`src/rtl/rxfmt_pkg.sv`:
```
package rxfmt_pkg;

  // Output clock styles, one per combination of the mode controls.
  typedef enum logic [1:0] {
    CK_PAR_FULL = 2'd0,
    CK_PAR_DDR  = 2'd1,
    CK_SER_HALF = 2'd2,
    CK_SER_FULL = 2'd3
  } clk_mode_e;

  // Phase code to whole-cycle delay of the word clock.
  // Half-UI settings round so the four codes stay distinct.
  function automatic int unsigned phase_delay(input logic [1:0] code,
                                              input int unsigned lanes);
    case (code)
      2'd0:    return 0;
      2'd1:    return lanes / 2;
      2'd2:    return 1;
      default: return lanes - 1;
    endcase
  endfunction

  // Offset of a frame position from the delayed clock origin.
  function automatic int unsigned phase_offset(input int unsigned pos,
                                               input int unsigned dly,
                                               input int unsigned lanes);
    return (pos + lanes - dly) % lanes;
  endfunction

  // Level of the non-DDR word clock at a given frame position.
  function automatic logic par_clk_level(input int unsigned pos,
                                         input int unsigned dly,
                                         input int unsigned lanes);
    return phase_offset(pos, dly, lanes) < (lanes / 2);
  endfunction

  // DDR clock toggles where the delayed origin is reached.
  function automatic logic ddr_toggle(input int unsigned pos,
                                      input int unsigned dly,
                                      input int unsigned lanes);
    return phase_offset(pos, dly, lanes) == 0;
  endfunction

  function automatic clk_mode_e pick_clk_mode(input logic serial,
                                              input logic ddr,
                                              input logic ser_full);
    if (serial) return ser_full ? CK_SER_FULL : CK_SER_HALF;
    return ddr ? CK_PAR_DDR : CK_PAR_FULL;
  endfunction

endpackage

```
`src/rtl/rxfmt_framer.sv`:
```
module rxfmt_framer #(
  parameter int unsigned LANES = 4
) (
  input  logic                         clk,
  input  logic                         rst_n,
  input  logic                         ser_in,
  input  logic                         rev,
  output logic [$clog2(LANES)-1:0]     pos_nx_o,
  output logic                         load_o,
  output logic [LANES-1:0]             word_o,
  output logic                         ser_bit_o
);
  localparam int unsigned CNT_W = $clog2(LANES);

  logic [CNT_W-1:0] pos_q;
  logic [LANES-1:0] shf_q;
  logic [LANES-1:0] word_q;
  logic [LANES-1:0] gathered;
  logic [LANES-1:0] mirrored;
  logic             ser_q;

  // Earliest bit ends up at the top of the gathered word.
  assign gathered = {shf_q[LANES-2:0], ser_in};

  for (genvar i = 0; i < LANES; i++) begin : g_mirror
    assign mirrored[i] = gathered[LANES-1-i];
  end

  assign load_o   = (pos_q == CNT_W'(LANES - 1));
  assign pos_nx_o = load_o ? '0 : pos_q + CNT_W'(1);

  always_ff @(posedge clk or negedge rst_n) begin
    if (!rst_n) begin
      pos_q  <= '0;
      shf_q  <= '0;
      word_q <= '0;
      ser_q  <= 1'b0;
    end else begin
      pos_q <= pos_nx_o;
      shf_q <= gathered;
      ser_q <= ser_in;
      if (load_o) word_q <= rev ? mirrored : gathered;
    end
  end

  assign word_o    = word_q;
  assign ser_bit_o = ser_q;

endmodule

```
`src/rtl/rxfmt_clkgen.sv`:
```
module rxfmt_clkgen
  import rxfmt_pkg::*;
#(
  parameter int unsigned LANES = 4
) (
  input  logic                     clk,
  input  logic                     rst_n,
  input  clk_mode_e                mode,
  input  logic [1:0]               phase,
  input  logic [$clog2(LANES)-1:0] pos_nx,
  output logic                     clk_core_o
);
  logic        clk_q;
  logic        clk_d;
  logic        lvl;
  logic        hit;
  logic [31:0] dly;

  always_comb begin
    dly = phase_delay(phase, LANES);
    lvl = par_clk_level(32'(pos_nx), dly, LANES);
    hit = ddr_toggle(32'(pos_nx), dly, LANES);
    case (mode)
      CK_PAR_FULL: clk_d = lvl;
      CK_PAR_DDR:  clk_d = clk_q ^ hit;
      CK_SER_HALF: clk_d = ~clk_q;
      default:     clk_d = 1'b0;
    endcase
  end

  always_ff @(posedge clk or negedge rst_n) begin
    if (!rst_n) clk_q <= 1'b0;
    else        clk_q <= clk_d;
  end

  assign clk_core_o = clk_q;

endmodule

```
`src/rtl/rxfmt_outgate.sv`:
```
module rxfmt_outgate
  import rxfmt_pkg::*;
#(
  parameter int unsigned LANES = 4
) (
  input  logic             clk,
  input  logic             rst_n,
  input  clk_mode_e        mode,
  input  logic             serial,
  input  logic             ser_bit,
  input  logic [LANES-1:0] word,
  input  logic             clk_core,
  input  logic             clk_off,
  input  logic             dat_off,
  output logic [LANES-1:0] dout,
  output logic             clk_out
);
  logic [LANES-1:0] lane_sel;
  logic             clk_src;

  assign lane_sel = serial ? {{(LANES-1){1'b0}}, ser_bit} : word;
  assign dout     = dat_off ? '0 : lane_sel;
  // Bit-rate serial clock passes the bit clock, held low in reset.
  assign clk_src  = (mode == CK_SER_FULL) ? (clk & rst_n) : clk_core;
  assign clk_out  = clk_off ? 1'b0 : clk_src;

endmodule

```
`src/rtl/rxfmt_top.sv`:
```
module rxfmt_top
  import rxfmt_pkg::*;
#(
  parameter int unsigned LANES = 4
) (
  input  logic             clk,
  input  logic             rst_n,
  input  logic             ser_in,
  input  logic             cfg_serial,
  input  logic             cfg_rev,
  input  logic             cfg_ddr,
  input  logic             cfg_ser_full,
  input  logic [1:0]       cfg_phase,
  input  logic             cfg_clk_off,
  input  logic             cfg_dat_off,
  output logic [LANES-1:0] dout,
  output logic             clk_out
);
  localparam int unsigned CNT_W = $clog2(LANES);

  // Named internal events, observed by the bound checker.
  logic [CNT_W-1:0] frame_pos_nx;
  logic             nib_load;
  logic [LANES-1:0] word;
  logic             ser_bit;
  logic             clk_core;
  clk_mode_e        clk_mode;

  assign clk_mode = pick_clk_mode(cfg_serial, cfg_ddr, cfg_ser_full);

  rxfmt_framer #(.LANES(LANES)) u_framer (
    .clk       (clk),
    .rst_n     (rst_n),
    .ser_in    (ser_in),
    .rev       (cfg_rev),
    .pos_nx_o  (frame_pos_nx),
    .load_o    (nib_load),
    .word_o    (word),
    .ser_bit_o (ser_bit)
  );

  rxfmt_clkgen #(.LANES(LANES)) u_clkgen (
    .clk        (clk),
    .rst_n      (rst_n),
    .mode       (clk_mode),
    .phase      (cfg_phase),
    .pos_nx     (frame_pos_nx),
    .clk_core_o (clk_core)
  );

  rxfmt_outgate #(.LANES(LANES)) u_outgate (
    .clk      (clk),
    .rst_n    (rst_n),
    .mode     (clk_mode),
    .serial   (cfg_serial),
    .ser_bit  (ser_bit),
    .word     (word),
    .clk_core (clk_core),
    .clk_off  (cfg_clk_off),
    .dat_off  (cfg_dat_off),
    .dout     (dout),
    .clk_out  (clk_out)
  );

endmodule

```
`config.mk`:
```
export PLATFORM = sky130hd
export DESIGN_NAME = rxfmt_top
export DESIGN_NICKNAME = d
export VERILOG_FILES = /design/src/rtl/rxfmt_pkg.sv /design/src/rtl/rxfmt_framer.sv /design/src/rtl/rxfmt_clkgen.sv /design/src/rtl/rxfmt_outgate.sv /design/src/rtl/rxfmt_top.sv
export SDC_FILE = /design/constraint.sdc
export NUM_CORES = 1
export LEC_CHECK = 0
export BUFFER_PORTS_ARGS = -buffer_cell sky130_fd_sc_hd__buf_2
export CAP_MARGIN = 20
export CELL_PAD_IN_SITES_DETAIL_PLACEMENT = 1
export CELL_PAD_IN_SITES_GLOBAL_PLACEMENT = 2
export CORE_MARGIN = 2
export CORE_UTILIZATION = 31
export CTS_CLUSTER_DIAMETER = 60
export DETAILED_ROUTE_END_ITERATION = 10
export HOLD_SLACK_MARGIN = 0.03
export PLACE_DENSITY_LB_ADDON = 0.1
export SYNTH_ARGS = -nofsm -noshare
export SYNTH_HDL_FRONTEND = slang
export SYNTH_HIERARCHICAL = 1
export SYNTH_SLANG_ARGS = --single-unit
```
`constraint.sdc`:
```
create_clock -name clk -period 4.8 [get_ports clk]
set_input_delay 0.24 -clock clk [delete_from_list [all_inputs] [get_ports clk]]
set_output_delay 0.24 -clock clk [all_outputs]
set_load 0.01 [all_outputs]
```
==> results.sh <==
export IMPL_portBuffers=15
export IMPL_critPathRequiredTime_ns=4.56
export IMPL_drt_iter0_drc=1
export IMPL_std_cell_rows=14
export IMPL_drv_cap=0
export IMPL_diodes=0
export IMPL_slew_headroom_pct=81.57
export IMPL_rsz0062_at_grt="false"
export IMPL_via_per_inst=4.798
export IMPL_cp_end_kind="primary output"
export IMPL_syn_cell_area_um2=509.2
export IMPL_finClkSkew_ns=0.0003462
export IMPL_ir_drop_uv=151.0
export IMPL_p_leak_nw=0.3577
export IMPL_hpwl_um=767.8
export IMPL_reg2reg_slack_ns=3.03
export IMPL_synth_avg_cell_area_um2=11.07
export IMPL_synthCells=46
export IMPL_crit_arrival_ns=2.92
export IMPL_syn_num_nets=59
export IMPL_firstDrtPassIters=2
export IMPL_min_from="cfg_ddr"
export IMPL_dr_total_vias=403
export IMPL_min_path_type="input port to flip-flop"
export IMPL_gr_total_overflow=0
export IMPL_die_area_um2=1983
export IMPL_setup_viol=0
export IMPL_drc=0
export IMPL_r2r_end="u_clkgen/clk_core_o"
export IMPL_r2r_cells=7
export IMPL_yosys_warnings=6
export IMPL_io_pins=16
export IMPL_tritoncts="built"
export IMPL_insertion_delay_ns=0.36
export IMPL_reg2reg_from="u_framer/pos_q[0]"
export IMPL_grt_pass1_wl_um=1876
export IMPL_final_util_pct=44.17
export IMPL_criticalPathCategory="clock port to primary output"
export IMPL_tightest_slew_ns=0.2764
export IMPL_core_area_um2=1524
export IMPL_power_density_nw_per_um2=345.3
export IMPL_hold_viol=0
export IMPL_first_global_vias=470
export IMPL_place_congestion=0.6971
export IMPL_start_util_pct=33.42
export IMPL_slew_violations=0
export IMPL_clkTransAtPathRegs_ns=0.06
export IMPL_die_x_um=44.53
export IMPL_final_antenna_net_count=0
export IMPL_path_max_fanout=2
export IMPL_antenna_found_initial=0
export IMPL_place_inst=75
export IMPL_grt_max_degree=12
export IMPL_die_h_um=44.53
export IMPL_tns_ns=0
export IMPL_area_delta_synth_final_pct=32.19
export IMPL_hold_end="u_clkgen/clk_core_o"
export IMPL_finalNonFillerCells=84
export IMPL_fin_nets=82
export IMPL_wl_per_cell_um=11.76
export IMPL_outcome="finished, final reports clean"
export IMPL_wl_um=988
export IMPL_grtUsageTotal_pct=14.55
export IMPL_hold_path_depth=3
export IMPL_critPathLaunchType="clock port"
export IMPL_layout_drive_gt1_share_pct=35.29
==> stage by stage <==
| stage | hold slack (ns) | area [um2] | setup WS [ns] | power, W |
|---|---|---|---|---|
| 2_1_floorplan | -0.05559 | 509.2 | 2.004 | 0.0001118 |
| 3_3_place_gp | 0.1172 | 594.3 | 1.902 | 0.0001240 |
| 3_5_place_dp | 0.1204 | 594.3 | 1.902 | 0.0001243 |
| 4_1_cts | 0.2475 | 673.1 | 1.628 | 0.0002383 |
| 5_1_grt | 0.2483 | 673.1 | 1.587 | 0.0002520 |
| 6_report | 0.2573 | 673.1 | 1.639 | 0.0002325 |
==> cell usage in the layout, fill, tap and decap left out <==
| cell type | count |
|---|---|
| mux2i_1 | 5 |
| nand4_1 | 1 |
| buf_2 | 15 |
| and2_1 | 3 |
| mux2_4 | 1 |
| a211o_1 | 1 |
| o311ai_1 | 1 |
| a21bo_1 | 1 |
| ha_1 | 2 |
| o211ai_1 | 1 |
| dfrtp_1 | 10 |
| nor2b_1 | 1 |
| inv_1 | 3 |
| clkbuf_8 | 1 |
| nor2_1 | 7 |
| clkbuf_4 | 6 |
| xnor3_1 | 1 |
| nand2_1 | 1 |
| a21oi_2 | 1 |
| dlygate4sd3_1 | 2 |
| a21oi_1 | 4 |
==> how the worst max path moves through the flow <==
stage	startpoint	cells after the start	slack [ns]	end
2_1_floorplan	clk	2	2.00	clk_out
3_3_place_gp	clk	3	1.90	clk_out
3_5_place_dp	clk	3	1.90	clk_out
4_1_cts	clk	5	1.63	clk_out
5_1_grt	clk	5	1.59	clk_out
6_report	clk	5	1.64	clk_out
==> sequential cells by signal, summed over array words and instances (netlist names) <==
name / cells
u_framer/shf_q: 3
u_framer/word_o: 4
u_framer/pos_q: 2
u_clkgen/clk_core_o: 1
==> power breakdown <==
group / switching, W / internal, W
clock: 0.0000372 / 0.0000754
combinational: 0.0000128 / 0.0000142
sequential: 0.00000348 / 0.0000894
==> area by class of cell <==
class / count / area, um2
inverters: 3 / 11.26
flip-flops and latches: 10 / 250.2
multi-input cells: 31 / 237.7
well taps: 16 / 20.02
clock buffers: 8 / 63.81
repair buffers: 16 / 90.09
fillers: 186 / 850.8
==> per-layer routing <==
metal	global-route usage, %	part of all wire, %
met4	12.73	0
met2	20.87	46
met5	0	0
met3	9.796	6.9
met1	14.03	47
==> worst max-delay path: stages <==
cell      delay (ns)
clkbuf_4        0.11
clkbuf_4        0.12
nand4_1         0.10
a21oi_2         0.06
buf_2           0.13
==> what timing repair did <==
action,CTS,global route
hold endpoints to repair,11,0
resized for setup,0,0
endpoints found under the setup margin,0,0
hold buffers,2,0
buffers inserted,0,0
Note: power is estimated with default switching activity, not from simulation.
